$ cat config.mk
export PLATFORM = sky130hd
export DESIGN_NAME = crtc_timing
export DESIGN_NICKNAME = d
export VERILOG_FILES = /design/src/rtl/crtc_pkg.sv /design/src/rtl/crtc_regs.sv /design/src/rtl/crtc_hseq.sv /design/src/rtl/crtc_vseq.sv /design/src/rtl/crtc_span.sv /design/src/rtl/crtc_vint.sv /design/src/rtl/crtc_timing.sv
export SDC_FILE = /design/constraint.sdc
export NUM_CORES = 1
export LEC_CHECK = 0
export BUFFER_PORTS_ARGS = -buffer_cell sky130_fd_sc_hd__buf_2
export CAP_MARGIN = 40
export CELL_PAD_IN_SITES_DETAIL_PLACEMENT = 0
export CELL_PAD_IN_SITES_GLOBAL_PLACEMENT = 1
export CORE_UTILIZATION = 43
export DETAILED_ROUTE_END_ITERATION = 8
export GPL_ROUTABILITY_DRIVEN = 0
export GPL_TIMING_DRIVEN = 1
export PLACE_DENSITY = 0.79
export SLEW_MARGIN = 25
export SYNTH_ARGS = -nofsm -noshare
export SYNTH_HDL_FRONTEND = slang
export SYNTH_HIERARCHICAL = 1
export SYNTH_SLANG_ARGS = --single-unit
$ cat constraint.sdc
create_clock -name clk -period 3.5 [get_ports clk]
set_input_delay 0.35 -clock clk [delete_from_list [all_inputs] [get_ports clk]]
set_output_delay 0.35 -clock clk [all_outputs]
set_load 0.02 [all_outputs]
$ cat src/rtl/crtc_pkg.sv
package crtc_pkg;
  localparam int REG_W   = 8;
  localparam int IDX_W   = 5;
  localparam int NUM_IDX = 25;
  localparam int HC_W    = REG_W + 1;
  localparam int VV_W    = 10;
  localparam int VC_W    = VV_W + 1;
  localparam int HBE_W   = 6;
  localparam int HRE_W   = 5;
  localparam int VRE_W   = 4;
  localparam int VBE_W   = 8;
  localparam int PROT_LAST = 7;

  // register slots whose position is decoded by the timing logic
  localparam int IX_HTOT = 0;
  localparam int IX_HDE  = 1;
  localparam int IX_HBS  = 2;
  localparam int IX_HBE  = 3;
  localparam int IX_HRS  = 4;
  localparam int IX_HRE  = 5;
  localparam int IX_VTOT = 6;
  localparam int IX_OVF  = 7;
  localparam int IX_MSL  = 9;
  localparam int IX_VRS  = 16;
  localparam int IX_VCTL = 17;
  localparam int IX_VDE  = 18;
  localparam int IX_VBS  = 21;
  localparam int IX_VBE  = 22;

  typedef struct packed {
    logic [REG_W-1:0] htot;
    logic [REG_W-1:0] hde;
    logic [REG_W-1:0] hbs;
    logic [HBE_W-1:0] hbe;
    logic [REG_W-1:0] hrs;
    logic [HRE_W-1:0] hre;
    logic [VV_W-1:0]  vtot;
    logic [VV_W-1:0]  vde;
    logic [VV_W-1:0]  vrs;
    logic [VV_W-1:0]  vbs;
    logic [VRE_W-1:0] vre;
    logic [VBE_W-1:0] vbe;
    logic             wprot;
    logic             vint_off;
    logic             vint_run;
  } crtc_cfg_t;

  function automatic bit slot_used(input int i);
    case (i)
      IX_HTOT, IX_HDE, IX_HBS, IX_HBE, IX_HRS, IX_HRE, IX_VTOT, IX_OVF,
      IX_MSL, IX_VRS, IX_VCTL, IX_VDE, IX_VBS, IX_VBE: return 1'b1;
      default: return 1'b0;
    endcase
  endfunction
endpackage

$ cat src/rtl/crtc_regs.sv
module crtc_regs
  import crtc_pkg::*;
(
  input  logic             clk,
  input  logic             rst_n,
  input  logic             wr_idx_en,
  input  logic             wr_dat_en,
  input  logic [REG_W-1:0] wr_data,
  output logic [IDX_W-1:0] cur_idx,
  output crtc_cfg_t        cfg
);
  logic [NUM_IDX-1:0][REG_W-1:0] slot;
  logic                          locked;

  always_ff @(posedge clk) begin
    if (!rst_n)         cur_idx <= '0;
    else if (wr_idx_en) cur_idx <= wr_data[IDX_W-1:0];
  end

  assign locked = slot[IX_VCTL][7];

  for (genvar i = 0; i < NUM_IDX; i++) begin : g_slot
    if (slot_used(i)) begin : g_live
      logic [REG_W-1:0] q;
      logic             hit;
      assign hit = wr_dat_en && (cur_idx == IDX_W'(i)) &&
                   !(locked && (i <= PROT_LAST));
      always_ff @(posedge clk) begin
        if (!rst_n)   q <= '0;
        else if (hit) q <= wr_data;
      end
      assign slot[i] = q;
    end else begin : g_none
      assign slot[i] = '0;
    end
  end

  always_comb begin
    cfg          = '0;
    cfg.htot     = slot[IX_HTOT];
    cfg.hde      = slot[IX_HDE];
    cfg.hbs      = slot[IX_HBS];
    cfg.hbe      = {slot[IX_HRE][7], slot[IX_HBE][4:0]};
    cfg.hrs      = slot[IX_HRS];
    cfg.hre      = slot[IX_HRE][4:0];
    cfg.vtot     = {slot[IX_OVF][5], slot[IX_OVF][0], slot[IX_VTOT]};
    cfg.vde      = {slot[IX_OVF][6], slot[IX_OVF][1], slot[IX_VDE]};
    cfg.vrs      = {slot[IX_OVF][7], slot[IX_OVF][2], slot[IX_VRS]};
    cfg.vbs      = {slot[IX_MSL][5], slot[IX_OVF][3], slot[IX_VBS]};
    cfg.vre      = slot[IX_VCTL][3:0];
    cfg.vbe      = slot[IX_VBE];
    cfg.wprot    = slot[IX_VCTL][7];
    cfg.vint_off = slot[IX_VCTL][5];
    cfg.vint_run = slot[IX_VCTL][4];
  end
endmodule

$ cat src/rtl/crtc_hseq.sv
module crtc_hseq
  import crtc_pkg::*;
(
  input  logic             clk,
  input  logic             rst_n,
  input  logic [REG_W-1:0] htot,
  output logic [HC_W-1:0]  hcnt,
  output logic             h_last
);
  localparam logic [HC_W-1:0] BIAS = HC_W'(4);
  logic [HC_W-1:0] lim;

  assign lim    = {1'b0, htot} + BIAS;
  assign h_last = (hcnt == lim);

  always_ff @(posedge clk) begin
    if (!rst_n)      hcnt <= '0;
    else if (h_last) hcnt <= '0;
    else             hcnt <= hcnt + HC_W'(1);
  end
endmodule

$ cat src/rtl/crtc_vseq.sv
module crtc_vseq
  import crtc_pkg::*;
(
  input  logic            clk,
  input  logic            rst_n,
  input  logic            step,
  input  logic [VV_W-1:0] vtot,
  output logic [VC_W-1:0] vcnt
);
  logic [VC_W-1:0] lim;
  assign lim = {1'b0, vtot} + VC_W'(1);

  always_ff @(posedge clk) begin
    if (!rst_n) vcnt <= '0;
    else if (step) begin
      if (vcnt == lim) vcnt <= '0;
      else             vcnt <= vcnt + VC_W'(1);
    end
  end
endmodule

$ cat src/rtl/crtc_span.sv
module crtc_span #(
  parameter int CW = 9,
  parameter int SW = 8,
  parameter int EW = 6
) (
  input  logic          clk,
  input  logic          rst_n,
  input  logic [CW-1:0] cnt,
  input  logic [SW-1:0] start,
  input  logic [EW-1:0] stop,
  output logic          active
);
  logic q;
  logic hit_s;
  logic hit_e;

  assign hit_s  = (cnt == CW'(start));
  assign hit_e  = (cnt[EW-1:0] == stop);
  assign active = !hit_e && (hit_s || q);

  always_ff @(posedge clk) begin
    if (!rst_n) q <= 1'b0;
    else        q <= active;
  end
endmodule

$ cat src/rtl/crtc_vint.sv
module crtc_vint (
  input  logic clk,
  input  logic rst_n,
  input  logic v_retrace,
  input  logic vint_off,
  input  logic vint_run,
  output logic pending
);
  logic prev;

  always_ff @(posedge clk) begin
    if (!rst_n) begin
      prev    <= 1'b0;
      pending <= 1'b0;
    end else begin
      prev <= v_retrace;
      if (!vint_run)
        pending <= 1'b0;
      else if (v_retrace && !prev && !vint_off)
        pending <= 1'b1;
    end
  end
endmodule

$ cat src/rtl/crtc_timing.sv
module crtc_timing
  import crtc_pkg::*;
(
  input  logic             clk,
  input  logic             rst_n,
  input  logic             wr_idx_en,
  input  logic             wr_dat_en,
  input  logic [REG_W-1:0] wr_data,
  output logic             disp_en,
  output logic             h_blank,
  output logic             h_retrace,
  output logic             v_blank,
  output logic             v_retrace,
  output logic             irq,
  output logic [REG_W-1:0] status
);
  crtc_cfg_t        cfg;
  logic [IDX_W-1:0] cur_idx;
  logic [HC_W-1:0]  hcnt;
  logic [VC_W-1:0]  vcnt;
  logic             h_last;
  logic             h_de;
  logic             v_de;

  crtc_regs u_regs (
    .clk(clk), .rst_n(rst_n), .wr_idx_en(wr_idx_en), .wr_dat_en(wr_dat_en),
    .wr_data(wr_data), .cur_idx(cur_idx), .cfg(cfg)
  );

  crtc_hseq u_hseq (
    .clk(clk), .rst_n(rst_n), .htot(cfg.htot), .hcnt(hcnt), .h_last(h_last)
  );

  crtc_vseq u_vseq (
    .clk(clk), .rst_n(rst_n), .step(h_last), .vtot(cfg.vtot), .vcnt(vcnt)
  );

  crtc_span #(.CW(HC_W), .SW(REG_W), .EW(HBE_W)) u_hblank (
    .clk(clk), .rst_n(rst_n), .cnt(hcnt), .start(cfg.hbs), .stop(cfg.hbe),
    .active(h_blank)
  );

  crtc_span #(.CW(HC_W), .SW(REG_W), .EW(HRE_W)) u_hret (
    .clk(clk), .rst_n(rst_n), .cnt(hcnt), .start(cfg.hrs), .stop(cfg.hre),
    .active(h_retrace)
  );

  crtc_span #(.CW(VC_W), .SW(VV_W), .EW(VRE_W)) u_vret (
    .clk(clk), .rst_n(rst_n), .cnt(vcnt), .start(cfg.vrs), .stop(cfg.vre),
    .active(v_retrace)
  );

  crtc_span #(.CW(VC_W), .SW(VV_W), .EW(VBE_W)) u_vblank (
    .clk(clk), .rst_n(rst_n), .cnt(vcnt), .start(cfg.vbs), .stop(cfg.vbe),
    .active(v_blank)
  );

  crtc_vint u_vint (
    .clk(clk), .rst_n(rst_n), .v_retrace(v_retrace), .vint_off(cfg.vint_off),
    .vint_run(cfg.vint_run), .pending(irq)
  );

  assign h_de    = (hcnt <= {1'b0, cfg.hde});
  assign v_de    = (vcnt <= {1'b0, cfg.vde});
  assign disp_en = h_de && v_de;
  assign status  = {irq, 3'b000, v_retrace, 2'b00, !disp_en};
endmodule

Yosys cells after proc, flatten, opt, wreduce, memory -nomap -nowiden
Index checks and enable logic that the tools add are counted.
{ "op_classes": {"add_sub_neg": 4, "order_cmp": 2, "eq_ne": 23, "muxes": 1, "bitwise": 1, "reduce_logical": 44} }
{ "op_table": {"columns": ["cell", "n"], "rows": [
  ["1-bit logical AND", 29],
  ["5-bit == test (second input constant)", 5],
  ["11-bit by 10-bit == test with 1-bit output", 2],
  ["5-bit by 3-bit == test with 1-bit output (second input constant)", 4],
  ["9-bit by 8-bit == test with 1-bit output", 2],
  ["10-bit by 1-bit adder with 11-bit output (second input constant)", 1],
  ["11-bit by 1-bit adder with 11-bit output (second input constant)", 1],
  ["11-bit == test", 1],
  ["11-bit by 10-bit <= comparator with 1-bit output", 1],
  ["11-bit two-way mux", 1],
  ["5-bit by 2-bit == test with 1-bit output (second input constant)", 2],
  ["8-bit by 3-bit adder with 9-bit output (second input constant)", 1],
  ["9-bit by 1-bit adder with 9-bit output (second input constant)", 1],
  ["9-bit == test", 1],
  ["9-bit by 8-bit <= comparator with 1-bit output", 1],
  ["8-bit == test", 1],
  ["1-bit logical NOT", 8],
  ["6-bit == test", 1],
  ["5-bit by 1-bit == test with 1-bit output (second input constant)", 1],
  ["5-bit by 4-bit == test with 1-bit output (second input constant)", 1],
  ["5-bit == test", 1],
  ["5-bit logical NOT", 1],
  ["4-bit == test", 1],
  ["1-bit logical OR", 4],
  ["3 further kinds", 3]
]} }
{ "word_totals": {"ff_bits": 137, "input_bits": 12, "out_inout_bits": 14, "wordCells": 97} }

Logic depth before layout (Yosys ltp)
Gate-level depths: netlist (run 1).
{ "logic_depth": {"ltp_word": 5, "depth_mapped": 10, "depth_no_buf": 10} }

Modules after synthesis
The synthesis (run 1) kept the hierarchy.
{ "by_module_without_submodules": {"columns": ["module", "instances", "cells_per_inst", "area_each_um2", "seq_area_each_um2"], "rows": [
  ["crtc_regs", 1, 372, 3831.2, 2062.0],
  ["crtc_vseq", 1, 97, 790.8, 220.2],
  ["crtc_hseq", 1, 66, 601.8, 180.2],
  ["crtc_timing", 1, 70, 543.0, 0.0],
  ["crtc_span at u_vblank", 1, 28, 246.5, 20.0],
  ["crtc_span at u_vret", 1, 22, 196.4, 20.0],
  ["crtc_span at u_hblank", 1, 23, 191.4, 20.0],
  ["crtc_span at u_hret", 1, 22, 181.4, 20.0],
  ["crtc_vint", 1, 5, 70.1, 40.0]
]} }

Worst setup path after synthesis (run 1)
No wires, ideal clock.
{ "synth_timing": {"path_kind": "reg-to-reg", "from": "reg u_regs.g_slot[0].g_live.q[2]", "to": "reg u_vseq.vcnt[10]", "setup_ps": 135, "arrival_ps": 2485, "required_ps": 3365, "path_slack_ps": 880, "stages_incl_launch_ff": 9, "n_path_buf": 0, "synth_period_minus_slack_ps": 2620, "cell_sequence": "dfxtp_1 > ha_1 > o21ba_2 > a221o_2 > a211oi_4 > and2_1 > inv_1 > o41ai_4 > nor2_1"} }
{ "synth_between": {"elab_chain_cells": 2} }
{ "synth_lines": {"columns": ["item", "line_no", "text"], "rows": [
  ["start: declaration", "crtc_regs.sv:24", "logic [REG_W-1:0] q;"],
  ["start signal: assignment", "crtc_regs.sv:30", "else if (hit) q <= wr_data;"],
  ["8-bit by 3-bit adder with 9-bit output", "crtc_hseq.sv:13", "assign lim = {1'b0, htot} + BIAS;"],
  ["9-bit == test", "crtc_hseq.sv:14", "assign h_last = (hcnt == lim);"],
  ["named net h_last", "crtc_timing.sv:21", "logic h_last;"],
  ["end signal: assignment", "crtc_vseq.sv:17", "else vcnt <= vcnt + VC_W'(1);"],
  ["end: declaration", "crtc_vseq.sv:8", "output logic [VC_W-1:0] vcnt"]
]} }
The timed path passes the listed nets, and every way through them passes these cells.
A chain may end at the register's enable or synchronous reset.

Worst setup path in the final report (run 1)
{ "layout_timing": {"from": "reg u_vseq.vcnt[9]", "to": "out disp_en"} }
{ "layout_between": {"elab_chain_cells": 2} }
{ "layout_lines": {"columns": ["item", "line_no", "text"], "rows": [
  ["11-bit by 10-bit <= comparator with 1-bit output", "crtc_timing.sv:64", "assign v_de = (vcnt <= {1'b0, cfg.vde});"],
  ["1-bit logical AND", "crtc_timing.sv:65", "assign disp_en = h_de && v_de;"],
  ["end: declaration", "crtc_timing.sv:9", "output logic disp_en,"]
]} }
Every way passes these cells.

==> results of run 1 <==
[cells by family (layout without fill, tap and decap cells)]
logic type	count (synthesis)	count (layout)	synth area share, %
flops	129	129	38.82
buf+inv	60	90	3.949
other cells	1	5	0.05637
simple gates	242	242	18.36
compound gates	49	49	6.132
xor+xnor	98	98	12.90
mux	104	104	15.65
fa+ha+maj	22	22	4.138
[layer usage]
layer / wire, microns / track usage, %
met5: 0 / 0
met4: 325 / 8.717
met3: 620 / 5.399
met2: 8090 / 36.82
met1: 7494 / 26.66
[cell type report]
| type | instances | area share (%) |
|---|---|---|
| Clock inverter | 10 | 2.084 |
| Multi-Input combinational cell | 520 | 50.54 |
| Timing Repair Buffer | 35 | 2.845 |
| Tap cell | 188 | 3.110 |
| Inverter | 23 | 1.141 |
| Sequential cell | 129 | 34.14 |
| Clock buffer | 22 | 6.137 |
[worst paths after layout]
check                                                   start  slack (ns)                 to  depth (start not counted)
worst max-delay path                           u_vseq/vcnt[9]        0.54            disp_en                          6
worst min-delay path                               wr_data[4]        0.21  u_regs/cur_idx[4]                          3
worst max register to register   u_regs/g_slot[0].g_live.q[2]        0.62     u_vseq/vcnt[8]                          8
worst min register to register  u_regs/g_slot[17].g_live.q[4]        0.45     u_vint/pending                          1
[power breakdown]
group | leakage (nW) | internal (mW) | switching [mW]
clock | 0.296 | 1.23 | 0.657
sequential | 1.04 | 1.50 | 0.0471
combinational | 1.98 | 0.135 | 0.205
total | 3.31 | 2.86 | 0.909
[registers in the layout, summed over array words and instances, names as in the netlist]
register,count
u_hret/q,1
u_hseq/hcnt,9
u_vblank/q,1
u_regs/cur_idx,5
u_vseq/vcnt,11
u_vint/prev,1
u_vint/pending,1
u_hblank/q,1
u_regs/g_slot.g_live.q,98
u_vret/q,1
[cell usage in the layout, fill, tap and decap left out, types with 4 or more instances in the layout]
| cell type | instances |
|---|---|
| nand3b_1 | 7 |
| nand4_1 | 7 |
| a21o_1 | 4 |
| nand3_1 | 22 |
| nor3_1 | 11 |
| inv_1 | 23 |
| buf_2 | 19 |
| xor2_1 | 61 |
| dfxtp_1 | 129 |
| a31oi_1 | 5 |
| nor2b_1 | 7 |
| buf_4 | 16 |
| mux2i_1 | 104 |
| nor4_1 | 6 |
| ha_1 | 22 |
| nor2_1 | 25 |
| xnor2_1 | 37 |
| a21oi_1 | 4 |
| o21ai_0 | 6 |
| nand2_1 | 122 |
| bufinv_16 | 4 |
| clkbuf_16 | 17 |
| conb_1 | 5 |
| a211oi_1 | 10 |
[worst max-delay path: cells and delay by family (launching register included)]
family | cells | cell delay [ns]
buffers and inverters | 1 | 0.16
and+or+nand+nor | 1 | 0.15
DFF | 1 | 0.57
AOI/OAI and AO/OA | 3 | 0.97
adders and majority gates | 1 | 0.34
[metrics by stage]
step | hold slack, ns | util (%) | instance area [sq um]
floorplan | 0.4303 | - | 6668
global placement | 0.4383 | 45.73 | 6927
detailed placement | 0.4458 | 45.73 | 6927
CTS | 0.2076 | 49.84 | 7548
global route | 0.2231 | 49.94 | 7564
finish | 0.2115 | 49.94 | 7564
==> results by group, run 1 <==
Finish
  – Share of cells above drive strength 1: 11.91%
  – NumNets Final: 760
  – ANT cells: 0
  – Reg area: between 2000 and 3000 sq um
  – Layout area overhead: 13.69%
  – Final cell count without fillers: approximately 930
  – Multi-input logic area: roughly 3800 sq um
  – Fillers: around 1,400

Hold path
  – Hold Crit Class: primary input to flip-flop

Setup path
  – Crit-path max cell delay: 0.57 ns
  – CP Launch Type: flip-flop
  – Critical Setup Path Class: flip-flop to output pin
  – Worst EP arrival: 2.61 ns
  – CP required: about 3.2 ns
  – Crit-path max FO: 6
  – Critical path cell sequence: ha_1 -> a211oi_1 -> nand2_1 -> a2111oi_1 -> o22a_1 -> buf_2
  – CP endpoint kind: output pin
  – Worst path slowest cell: dfxtp_1

Detailed routing
  – Initial DRC Count: 345
  – Average wire per standard cell: 17.83 microns
  – Routed wire length: 16,530 microns
  – Post-DRT Antenna Nets: 0
  – Drt drc: 0
  – Number of vias per cell: 5.298
  – Pre-antenna DRT Iters: 6
  – Total number of vias: around 5,000

Synthesis
  – Seq/Total Area, Yosys: 38.82%
  – Synth warn: 6
  – Number of flops mapped to enable cells by yosys: 0
  – Yosys top cell area share: roughly two fifths
  – Area contributors post-synth: dfxtp_1 39%, mux2i_1 16%, xor2_1 8.0%
  – Mapped Area: 6653 sq um
  – Cell count after synthesis: 705
  – Post-synth top area cell: dfxtp_1
  – Mean post-synth cell area: 9.436 sq um
  – Fraction of registers with async set/reset: 0%
  – Synth Register Bits: 129
  – Most instantiated cells after synthesis: 129 x dfxtp_1, 122 x nand2_1, 104 x mux2i_1
  – Cell with the most instances after synthesis: dfxtp_1
  – Distinct cells, synth: between 60 and 70
  – Commonest register cell after synthesis: dfxtp_1

Timing
  – Total Neg Setup Slack: 0 ns
  – Fin. Hold Viols: 0
  – Worst-margin pin slew: 0.8107 ns
  – Worst Skew: 0.01265 ns
  – Final Setup Violations: 0
  – Rel. slew slack: between 40% and 50%
  – Final slew viol count: 0
  – RSZ-0062 raised after global routing: no
  – Final min period: ~3 ns
  – Fin worst setup slack: roughly 0.54 ns
  – Final Cycle Share: 84.48%
  – Fmax achieved: 0.3382 GHz

Floorplanning
  – Core area: approximately 15,000 sq um
  – Std cell rows: 45
  – Die area: 15,970 sq um
  – Die W: 126.4 microns
  – Die Ht: 126.4 microns
  – Initial core utilization: 43.92%
  – # IOs: 26

Place
  – I/O Buffers: 20
  – DP Wirelength: ~11,000 microns
  – Post-Place Worst Slack: 0.6819 ns
  – Cell count after placement: 893

Clock network
  – Worst-Skew Late Latency: 0.42 ns
  – Clk sink count: ~130
  – Reg clk slew, reported paths: 0.06 ns
  – Max Root-Sink Buffers: 2
  – Htree depth: 4
  – Num CTS Buffers: 17
  – TritonCTS clock tree: built
  – Post-CTS Setup Bufs: 0
  – Clock root buffer: clkbuf_16
  – Post-cts gate resize count: 0
  – Hold-fix buffers, CTS: 0

Global routing
  – Largest net degree at the start of global routing: 57
  – Total GRT Usage: 21.83%
  – First-pass GRT wire length: between 20,000 and 30,000 microns
  – Initial antenna violation count: 0
  – Vias in the first global route: about 5,000
  – Grt total ovfl: 0

Pwr
  – PD cells: about 500 nW/um^2
  – Total power: 3.770 mW
  – Pleak: 3.314 nW
  – Peak VDD IR: between 300 and 400 uV

Run status
  – Status: finished, final reports clean

Job
  – # Max-Cap Violations: 0
No activity file was read; power rests on OpenSTA's default activity.
==> run 2, diff against run 1 <==
==> constraint.sdc (replaced) <==
create_clock -name clk -period 3 [get_ports clk]
set_input_delay 0.3 -clock clk [delete_from_list [all_inputs] [get_ports clk]]
set_output_delay 0.3 -clock clk [all_outputs]
set_load 0.02 [all_outputs]
==> run 2 against run 1 <==
  * Sequential share of layout area is 0.21 points lower
  * Critical path depth stayed put
  * Clock skew is 0.0068 ns lower
  * Core utilization is 0.31 points higher
  * Setup slack worse by 0.36 ns
  * Global-route usage is 0.11 points lower
  * Clock power is 12% higher
  * Combinational power is 24% higher
  * Sequential cell count stayed put
  * Count of clock-buffer cells in the layout is 1 lower
  * Die area stayed put
  * Cell count is 0.76% higher
==> results by group, run 2 (synthesized netlist as in run 1, its figures left out) <==
Floorplanning
  – Std cell rows: 45 (unchanged)
  – Die Ht: 126.4 microns (unchanged)
  – Die area: 15,970 sq um (unchanged)
  – Initial core utilization: 43.92% (unchanged)
  – Core area: 15,150 sq um (unchanged)
  – # IOs: 26 (unchanged)
  – Die W: 126.4 microns (unchanged)

Place
  – I/O Buffers: 20 (unchanged)
  – DP Wirelength: 10,890 microns (was 10,930 microns)
  – Post-Place Worst Slack: 0.2302 ns (was 0.6819 ns)

Setup path
  – Worst R2R Path Depth: 8 (unchanged)
  – Critical Setup Path Class: flip-flop to output pin (unchanged)
  – Flop2flop setup slack: 0.20 ns (was 0.62 ns)
  – CP Launch Type: flip-flop (unchanged)
  – Crit-path max FO: 6 (unchanged)
  – Worst r2r src: u_regs/g_slot[0].g_live.q[2] (unchanged)
  – CP endpoint kind: output pin (unchanged)
  – Worst EP arrival: 2.52 ns (was 2.61 ns)
  – Crit Reg-Reg Endpoint: u_vseq/vcnt[4] (was u_vseq/vcnt[8])
  – CP required: 2.70 ns (was 3.15 ns)

Hold path
  – Start point of the worst hold path: wr_data[3] (was wr_data[4])
  – Hold Crit Class: primary input to flip-flop (unchanged)
  – Hold Path Sink: u_regs/cur_idx[3] (was u_regs/cur_idx[4])
  – Hold path cells: 3 (unchanged)

Finish
  – Most frequent cells in the layout: 129 x dfxtp_1, 122 x nand2_1, 104 x mux2i_1, 61 x xor2_1, 37 x xnor2_1 (unchanged)
  – Final Util: 50.25% (was 49.94%)
  – Layout area overhead: 14.41% (was 13.69%)
  – NumNets Final: 768 (was 760)
  – Share of cells above drive strength 1: 13.14% (was 11.91%)
  – Largest Register: u_regs/g_slot.g_live.q (unchanged)
  – Largest register FFs: 98 (unchanged)
  – Most common cell after layout, fill and taps aside: dfxtp_1 (unchanged)
  – Top flop regs: u_regs/g_slot.g_live.q: 98 flops, u_vseq/vcnt: 11 flops, u_hseq/hcnt: 9 flops (unchanged)
  – ANT cells: 0 (unchanged)

Detailed routing
  – Pre-antenna DRT Iters: 5 (was 6)
  – Post-DRT Antenna Nets: 0 (unchanged)
  – Drt drc: 0 (unchanged)
  – Total number of vias: 4,981 (was 4,911)
  – Number of vias per cell: 5.333 (was 5.298)
  – Routed wire length: 16,350 microns (was 16,530 microns)
  – Average wire per standard cell: 17.50 microns (was 17.83 microns)
  – Initial DRC Count: 279 (was 345)

Timing
  – Fmax achieved: 0.3552 GHz
  – Final min period: 2.815 ns
  – Fin worst setup slack: 0.1846 ns (was 0.5433 ns)
  – Total Neg Setup Slack: 0 ns (unchanged)
  – Fin. Hold Viols: 0 (unchanged)
  – Final Setup Violations: 0 (unchanged)
  – Worst Skew: 0.005804 ns (was 0.01265 ns)
  – Final Cycle Share: a little over nine tenths
  – Rel. slew slack: 50.04% (was 45.82%)
  – RSZ-0062 raised after global routing: no (unchanged)
  – Final slew viol count: 0 (unchanged)
  – Worst-margin pin slew: 0.7477 ns (was 0.8107 ns)

Clock network
  – Clock root buffer: clkbuf_16 (unchanged)
  – Post-CTS Setup Bufs: 0 (unchanged)
  – Max Root-Sink Buffers: 2 (unchanged)
  – Clk sink count: 129 (unchanged)
  – Worst-Skew Late Latency: 0.42 ns (about the same)
  – TritonCTS clock tree: built (unchanged)
  – Reg clk slew, reported paths: 0.06 ns (about the same)
  – Num CTS Buffers: 17 (unchanged)
  – Htree depth: 4 (unchanged)

Job
  – # Max-Cap Violations: 0 (unchanged)

Run status
  – Status: finished, final reports clean (unchanged)

Pwr
  – Total power: 4.330 mW (was 3.770 mW)
  – Clock power share: 48.8% (was 49.9%)
  – P_sw: 1.051 mW (was 0.9089 mW)
  – Int Pwr: 3.278 mW (was 2.861 mW)
  – PD cells: 568.9 nW/um^2 (was 498.4 nW/um^2)
  – Combinational Power Share: 9.8% (was 9.0%)
  – Sequential Power Share: 41.4% (was 41.1%)
  – Peak VDD IR: 391.8 uV (was 356.8 uV)
  – Pleak: 3.356 nW (was 3.314 nW)
  – Switching portion of total power: 24.29% (was 24.11%)

Global routing
  – Initial antenna violation count: 0 (unchanged)
  – First-pass GRT wire length: 26,310 microns (was 26,460 microns)
  – Grt total ovfl: 0 (unchanged)
  – Largest net degree at the start of global routing: 45 (was 57)
  – Total GRT Usage: 21.72% (was 21.83%)
  – Vias in the first global route: 5,030 (was 4,990)
[run 2: changes by cell type in the layout (fill, tap and decap cells not counted)]
cell / change
clkbuf_1: -2
clkbuf_8: +1
clkinv_4: +1
a2111oi_1: -1
a2111oi_2: +1
bufinv_16: -1
clkinvlp_4: -1
clkinv_2: +1
buf_4: +8
[run 2: worst max-delay path by stage]
stage,slack [ns],to,start
2_1_floorplan,0.38,u_vseq/vcnt[10],u_regs/g_slot[0].g_live.q[2]
3_3_place_gp,0.35,u_vseq/vcnt[9],u_regs/g_slot[0].g_live.q[2]
3_5_place_dp,0.23,u_vseq/vcnt[6],u_regs/g_slot[0].g_live.q[2]
4_1_cts,0.07,disp_en,u_vseq/vcnt[9]
5_1_grt,0.03,disp_en,u_vseq/vcnt[9]
6_report,0.18,disp_en,u_vseq/vcnt[9]
[run 2: per-layer routing]
layer	vias up	share of wire (%)	global-route usage [%]
met5	-	0	0
met4	0	2.0	8.009
met3	28	3.3	5.230
met2	80	50	38.77
met1	2401	45	25.13
li1	2472	-	-
[run 2: timing repair]
action / CTS / global route
setup endpoints to repair: 0 / 2
gates resized for setup: 0 / 1
endpoints found under the hold margin: 0 / 0
hold buffers: 0 / 0
[run 2: power groups by stage]
stage	registers (mW)	clock network, mW	logic [mW]
finish	1.79	2.11	0.423
global route	1.80	2.24	0.459
CTS	1.79	2.15	0.425
detailed placement	1.83	0	0.424
global placement	1.83	0	0.415
floorplan	1.82	0	0.299
[run 2: layout make-up]
type                       instances  area (sq um)
fill                            1370          7535
multi-input combinational        520          3827
sequential                       129          2582
clock buffer                      21         470.5
timing repair buffer              43         275.3
tap                              188         235.2
clock inverter                    10         133.9
inverter                          23         86.33
[run 2: per-stage QoR]
| stage | instance area (sq um) | std cells | hold slack, ns |
|---|---|---|---|
| after floorplan | 6668 | 709 | 0.4161 |
| after global placement | 6987 | 901 | 0.4437 |
| after detailed placement | 6994 | 902 | 0.4418 |
| after CTS | 7599 | 933 | 0.1461 |
| after global routing | 7611 | 934 | 0.1565 |
| final | 7611 | 934 | 0.1612 |
[run 2: critical path, stage by stage, from the launching register on]
cell and delay, ns:
dfxtp_1 0.59, ha_1 0.34, a211oi_1 0.24, nand2_1 0.14, a2111oi_2 0.43, o22a_1 0.20, buf_2 0.16
==> run 3, diff against run 2 <==
--- a/config.mk
+++ b/config.mk
@@ -9,11 +9,11 @@
 export CAP_MARGIN = 40
 export CELL_PAD_IN_SITES_DETAIL_PLACEMENT = 0
 export CELL_PAD_IN_SITES_GLOBAL_PLACEMENT = 1
-export CORE_UTILIZATION = 43
+export CORE_UTILIZATION = 29
 export DETAILED_ROUTE_END_ITERATION = 8
 export GPL_ROUTABILITY_DRIVEN = 0
 export GPL_TIMING_DRIVEN = 1
-export PLACE_DENSITY = 0.79
+export PLACE_DENSITY = 0.59
 export SLEW_MARGIN = 25
 export SYNTH_ARGS = -nofsm -noshare
 export SYNTH_HDL_FRONTEND = slang
==> constraint.sdc (replaced) <==
create_clock -name clk -period 3 [get_ports clk]
set_input_delay 0.15 -clock clk [delete_from_list [all_inputs] [get_ports clk]]
set_output_delay 0.15 -clock clk [all_outputs]
set_load 0.02 [all_outputs]
==> run 3 against run 2 <==
  * Worst hold slack got worse by 0.15 ns
  * Total power increased by 3.9%
  * Fmax grew 0.18%
  * Core utilization fell by 16 points
  * Clock power increased by 8%
  * Combinational power is 5.0% higher
  * Non-clock buffer count increased by 4
  * Global-route usage down 5.6 points
  * Routed wire length is 10% higher
  * Cell count rose by 11%
  * Via count is 0.20% lower
  * Die area is 47% higher
==> results by group, run 3 (synthesized netlist as in run 1, its figures left out) <==
Run status
  – Status: finished, final reports clean (unchanged)

Global routing
  – M2 GR Usage: 27.72% (was 38.77%)
  – M3 GR Usage: 3.289% (was 5.230%)
  – Grt total ovfl: 0 (unchanged)
  – Met1 Use GR: 20.02% (was 25.13%)
  – First-pass GRT wire length: 28,610 microns (was 26,310 microns)
  – Largest net degree at the start of global routing: 46 (was 45)
  – Vias in the first global route: 5,139 (was 5,030)
  – Most crowded layer after global routing: met2 (unchanged)
  – Initial antenna violation count: 0 (unchanged)
  – Total GRT Usage: 16.09% (was 21.72%)

Job
  – # Max-Cap Violations: 0 (unchanged)

Detailed routing
  – Number of vias per cell: 4.798 (was 5.333)
  – Average wire per standard cell: 17.38 microns (was 17.50 microns)
  – Post-DRT Antenna Nets: 0 (unchanged)
  – Routed wire length: 18,010 microns (was 16,350 microns)
  – Initial DRC Count: 287 (was 279)
  – Pre-antenna DRT Iters: 4 (was 5)
  – Drt drc: 0 (unchanged)
  – Total number of vias: 4,971 (was 4,981)

Clock network
  – Clk sink count: 129 (unchanged)
  – Hold-fix buffers, CTS: 0 (unchanged)
  – Worst-Skew Late Latency: 0.41 ns (was 0.42 ns)
  – Clock root buffer: clkbuf_16 (unchanged)
  – Post-CTS Setup Bufs: 0 (unchanged)
  – Reg clk slew, reported paths: 0.06 ns (about the same)
  – Max Root-Sink Buffers: 2 (unchanged)
  – Num CTS Buffers: 17 (unchanged)
  – Htree depth: 4 (unchanged)
  – Post-cts gate resize count: 0 (unchanged)
  – TritonCTS clock tree: built (unchanged)

Setup path
  – Crit-path max cell delay: 0.62 ns (was 0.59 ns)
  – Crit-path max FO: 9 (was 6)
  – Worst EP arrival: 3.08 ns (was 2.52 ns)
  – Worst path slowest cell: o41ai_4 (was dfxtp_1)
  – Critical path cell sequence: ha_1 -> o21ba_2 -> a221o_2 -> a211oi_4 -> and2_1 -> inv_1 -> o41ai_4 -> nor2_1 (was ha_1 -> a211oi_1 -> nand2_1 -> a2111oi_2 -> o22a_1 -> buf_2)
  – CP Launch Type: flip-flop (unchanged)
  – Flop2flop setup slack: 0.19 ns (was 0.20 ns)
  – Crit Reg-Reg Endpoint: u_vseq/vcnt[3] (was u_vseq/vcnt[4])
  – Worst r2r src: u_regs/g_slot[0].g_live.q[2] (unchanged)
  – CP endpoint kind: flip-flop (was output pin)
  – Worst R2R Path Depth: 8 (unchanged)
  – Critical Setup Path Class: flip-flop to flip-flop (was flip-flop to output pin)
  – CP required: 3.27 ns (was 2.70 ns)

Timing
  – Worst Skew: 0.007538 ns (was 0.005804 ns)
  – Final min period: 2.810 ns (was 2.815 ns)
  – Rel. slew slack: 42.85% (was 50.04%)
  – Final Setup Violations: 0 (unchanged)
  – Fmax achieved: 0.3558 GHz (was 0.3552 GHz)
  – Total Neg Setup Slack: 0 ns (unchanged)
  – Final Cycle Share: 93.67% (was 93.85%)
  – Worst-margin pin slew: 0.8526 ns (was 0.7477 ns)
  – Final slew viol count: 0 (unchanged)
  – RSZ-0062 raised after global routing: no (unchanged)
  – Fin. Hold Viols: 0 (unchanged)

Finish
  – Most common cell after layout, fill and taps aside: dfxtp_1 (unchanged)
  – Largest Register: u_regs/g_slot.g_live.q (unchanged)
  – ANT cells: 0 (unchanged)
  – Share of cells above drive strength 1: 13.72% (was 13.14%)
  – Top flop regs: u_regs/g_slot.g_live.q: 98 flops, u_vseq/vcnt: 11 flops, u_hseq/hcnt: 9 flops (unchanged)
  – Largest register FFs: 98 (unchanged)
  – Fillers: 2,298 (was 1,370)
  – Layout area overhead: 17.30% (was 14.41%)
  – Reg area: 2582 sq um (unchanged)
  – Multi-input logic area: 3822 sq um (was 3827 sq um)
  – Most frequent cells in the layout: 129 x dfxtp_1, 122 x nand2_1, 104 x mux2i_1, 61 x xor2_1, 37 x xnor2_1 (unchanged)
  – NumNets Final: 772 (was 768)

Floorplanning
  – # IOs: 26 (unchanged)
  – Die area: 23,550 sq um (was 15,970 sq um)
  – Initial core utilization: 29.47% (was 43.92%)
  – Die Ht: 153.5 microns (was 126.4 microns)
  – Core area: 22,570 sq um (was 15,150 sq um)
  – Std cell rows: 55 (was 45)
  – Die W: 153.5 microns (was 126.4 microns)

Pwr
  – Total power: 4.500 mW (was 4.330 mW)
  – Pleak: 3.394 nW (was 3.356 nW)
  – PD cells: 576.6 nW/um^2 (was 568.9 nW/um^2)
  – Peak VDD IR: 329.0 uV (was 391.8 uV)

Hold path
  – Hold Path Sink: u_regs/cur_idx[3] (unchanged)
  – Hold path cells: 3 (unchanged)
  – Start point of the worst hold path: wr_data[3] (unchanged)
  – Hold Crit Class: primary input to flip-flop (unchanged)

Place
  – I/O Buffers: 20 (unchanged)
  – DP Wirelength: 12,220 microns (was 10,890 microns)
-- run 3: cell count changes in the layout (fill, tap and decap cells not counted) --
cell and delta:
a2111oi_2 -1, a2111oi_1 +1, clkbuf_1 -1, buf_6 +1
bufinv_16 +1, inv_6 +1, buf_4 +3, clkinv_4 +2
clkinv_2 -2
-- run 3: worst max path at each step --
stage               slack [ns]              end                          from  cells past startpoint
global route              0.03   u_vseq/vcnt[4]  u_regs/g_slot[0].g_live.q[2]                      8
finish                    0.19   u_vseq/vcnt[3]  u_regs/g_slot[0].g_live.q[2]                      8
CTS                       0.20   u_vseq/vcnt[6]  u_regs/g_slot[0].g_live.q[2]                      8
floorplan                 0.38  u_vseq/vcnt[10]  u_regs/g_slot[0].g_live.q[2]                      8
global placement          0.28  u_vseq/vcnt[10]  u_regs/g_slot[0].g_live.q[2]                      8
detailed placement        0.22   u_vseq/vcnt[6]  u_regs/g_slot[0].g_live.q[2]                      8
-- run 3: metal layers --
layer	share of wire (%)	vias to the layer above
met4	1.9	0
li1	-	2479
met5	0	-
met3	2.7	19
met1	47	2408
met2	48	65
-- run 3: critical path, delay by kind of cell, from the launching register on --
family	cells	cell delay, ns
compound gates	4	1.48
flops	1	0.35
fa+ha+maj	1	0.27
buf+inv	1	0.14
simple gates	2	0.43
-- run 3: area by class of cell --
class / count / area share, %
Multi-Input combinational cell: 520 / 48.98
Sequential cell: 129 / 33.09
Clock buffer: 20 / 5.980
Tap cell: 285 / 4.570
Timing Repair Buffer: 47 / 3.960
Clock inverter: 12 / 2.309
Inverter: 23 / 1.106
-- run 3: power breakdown --
group | switching, mW | internal [mW]
Sequential | 0.0363 | 1.75
Clock | 0.807 | 1.46
Combinational | 0.274 | 0.170
Total | 1.12 | 3.38
-- run 3: metrics by stage --
| step | hold slack (ns) | utilization [%] | cells | setup WS, ns | area (sq um) |
|---|---|---|---|---|---|
| after floorplan | 0.2661 | - | 709 | 0.3804 | 6668 |
| after global placement | 0.4236 | 31.66 | 1003 | 0.2784 | 7146 |
| after detailed placement | 0.4363 | 31.71 | 1004 | 0.2169 | 7157 |
| after CTS | 0.002484 | 34.57 | 1036 | 0.1954 | 7804 |
| after global routing | 0.02049 | 34.57 | 1036 | 0.02933 | 7804 |
| final | 0.01350 | 34.57 | 1036 | 0.1898 | 7804 |
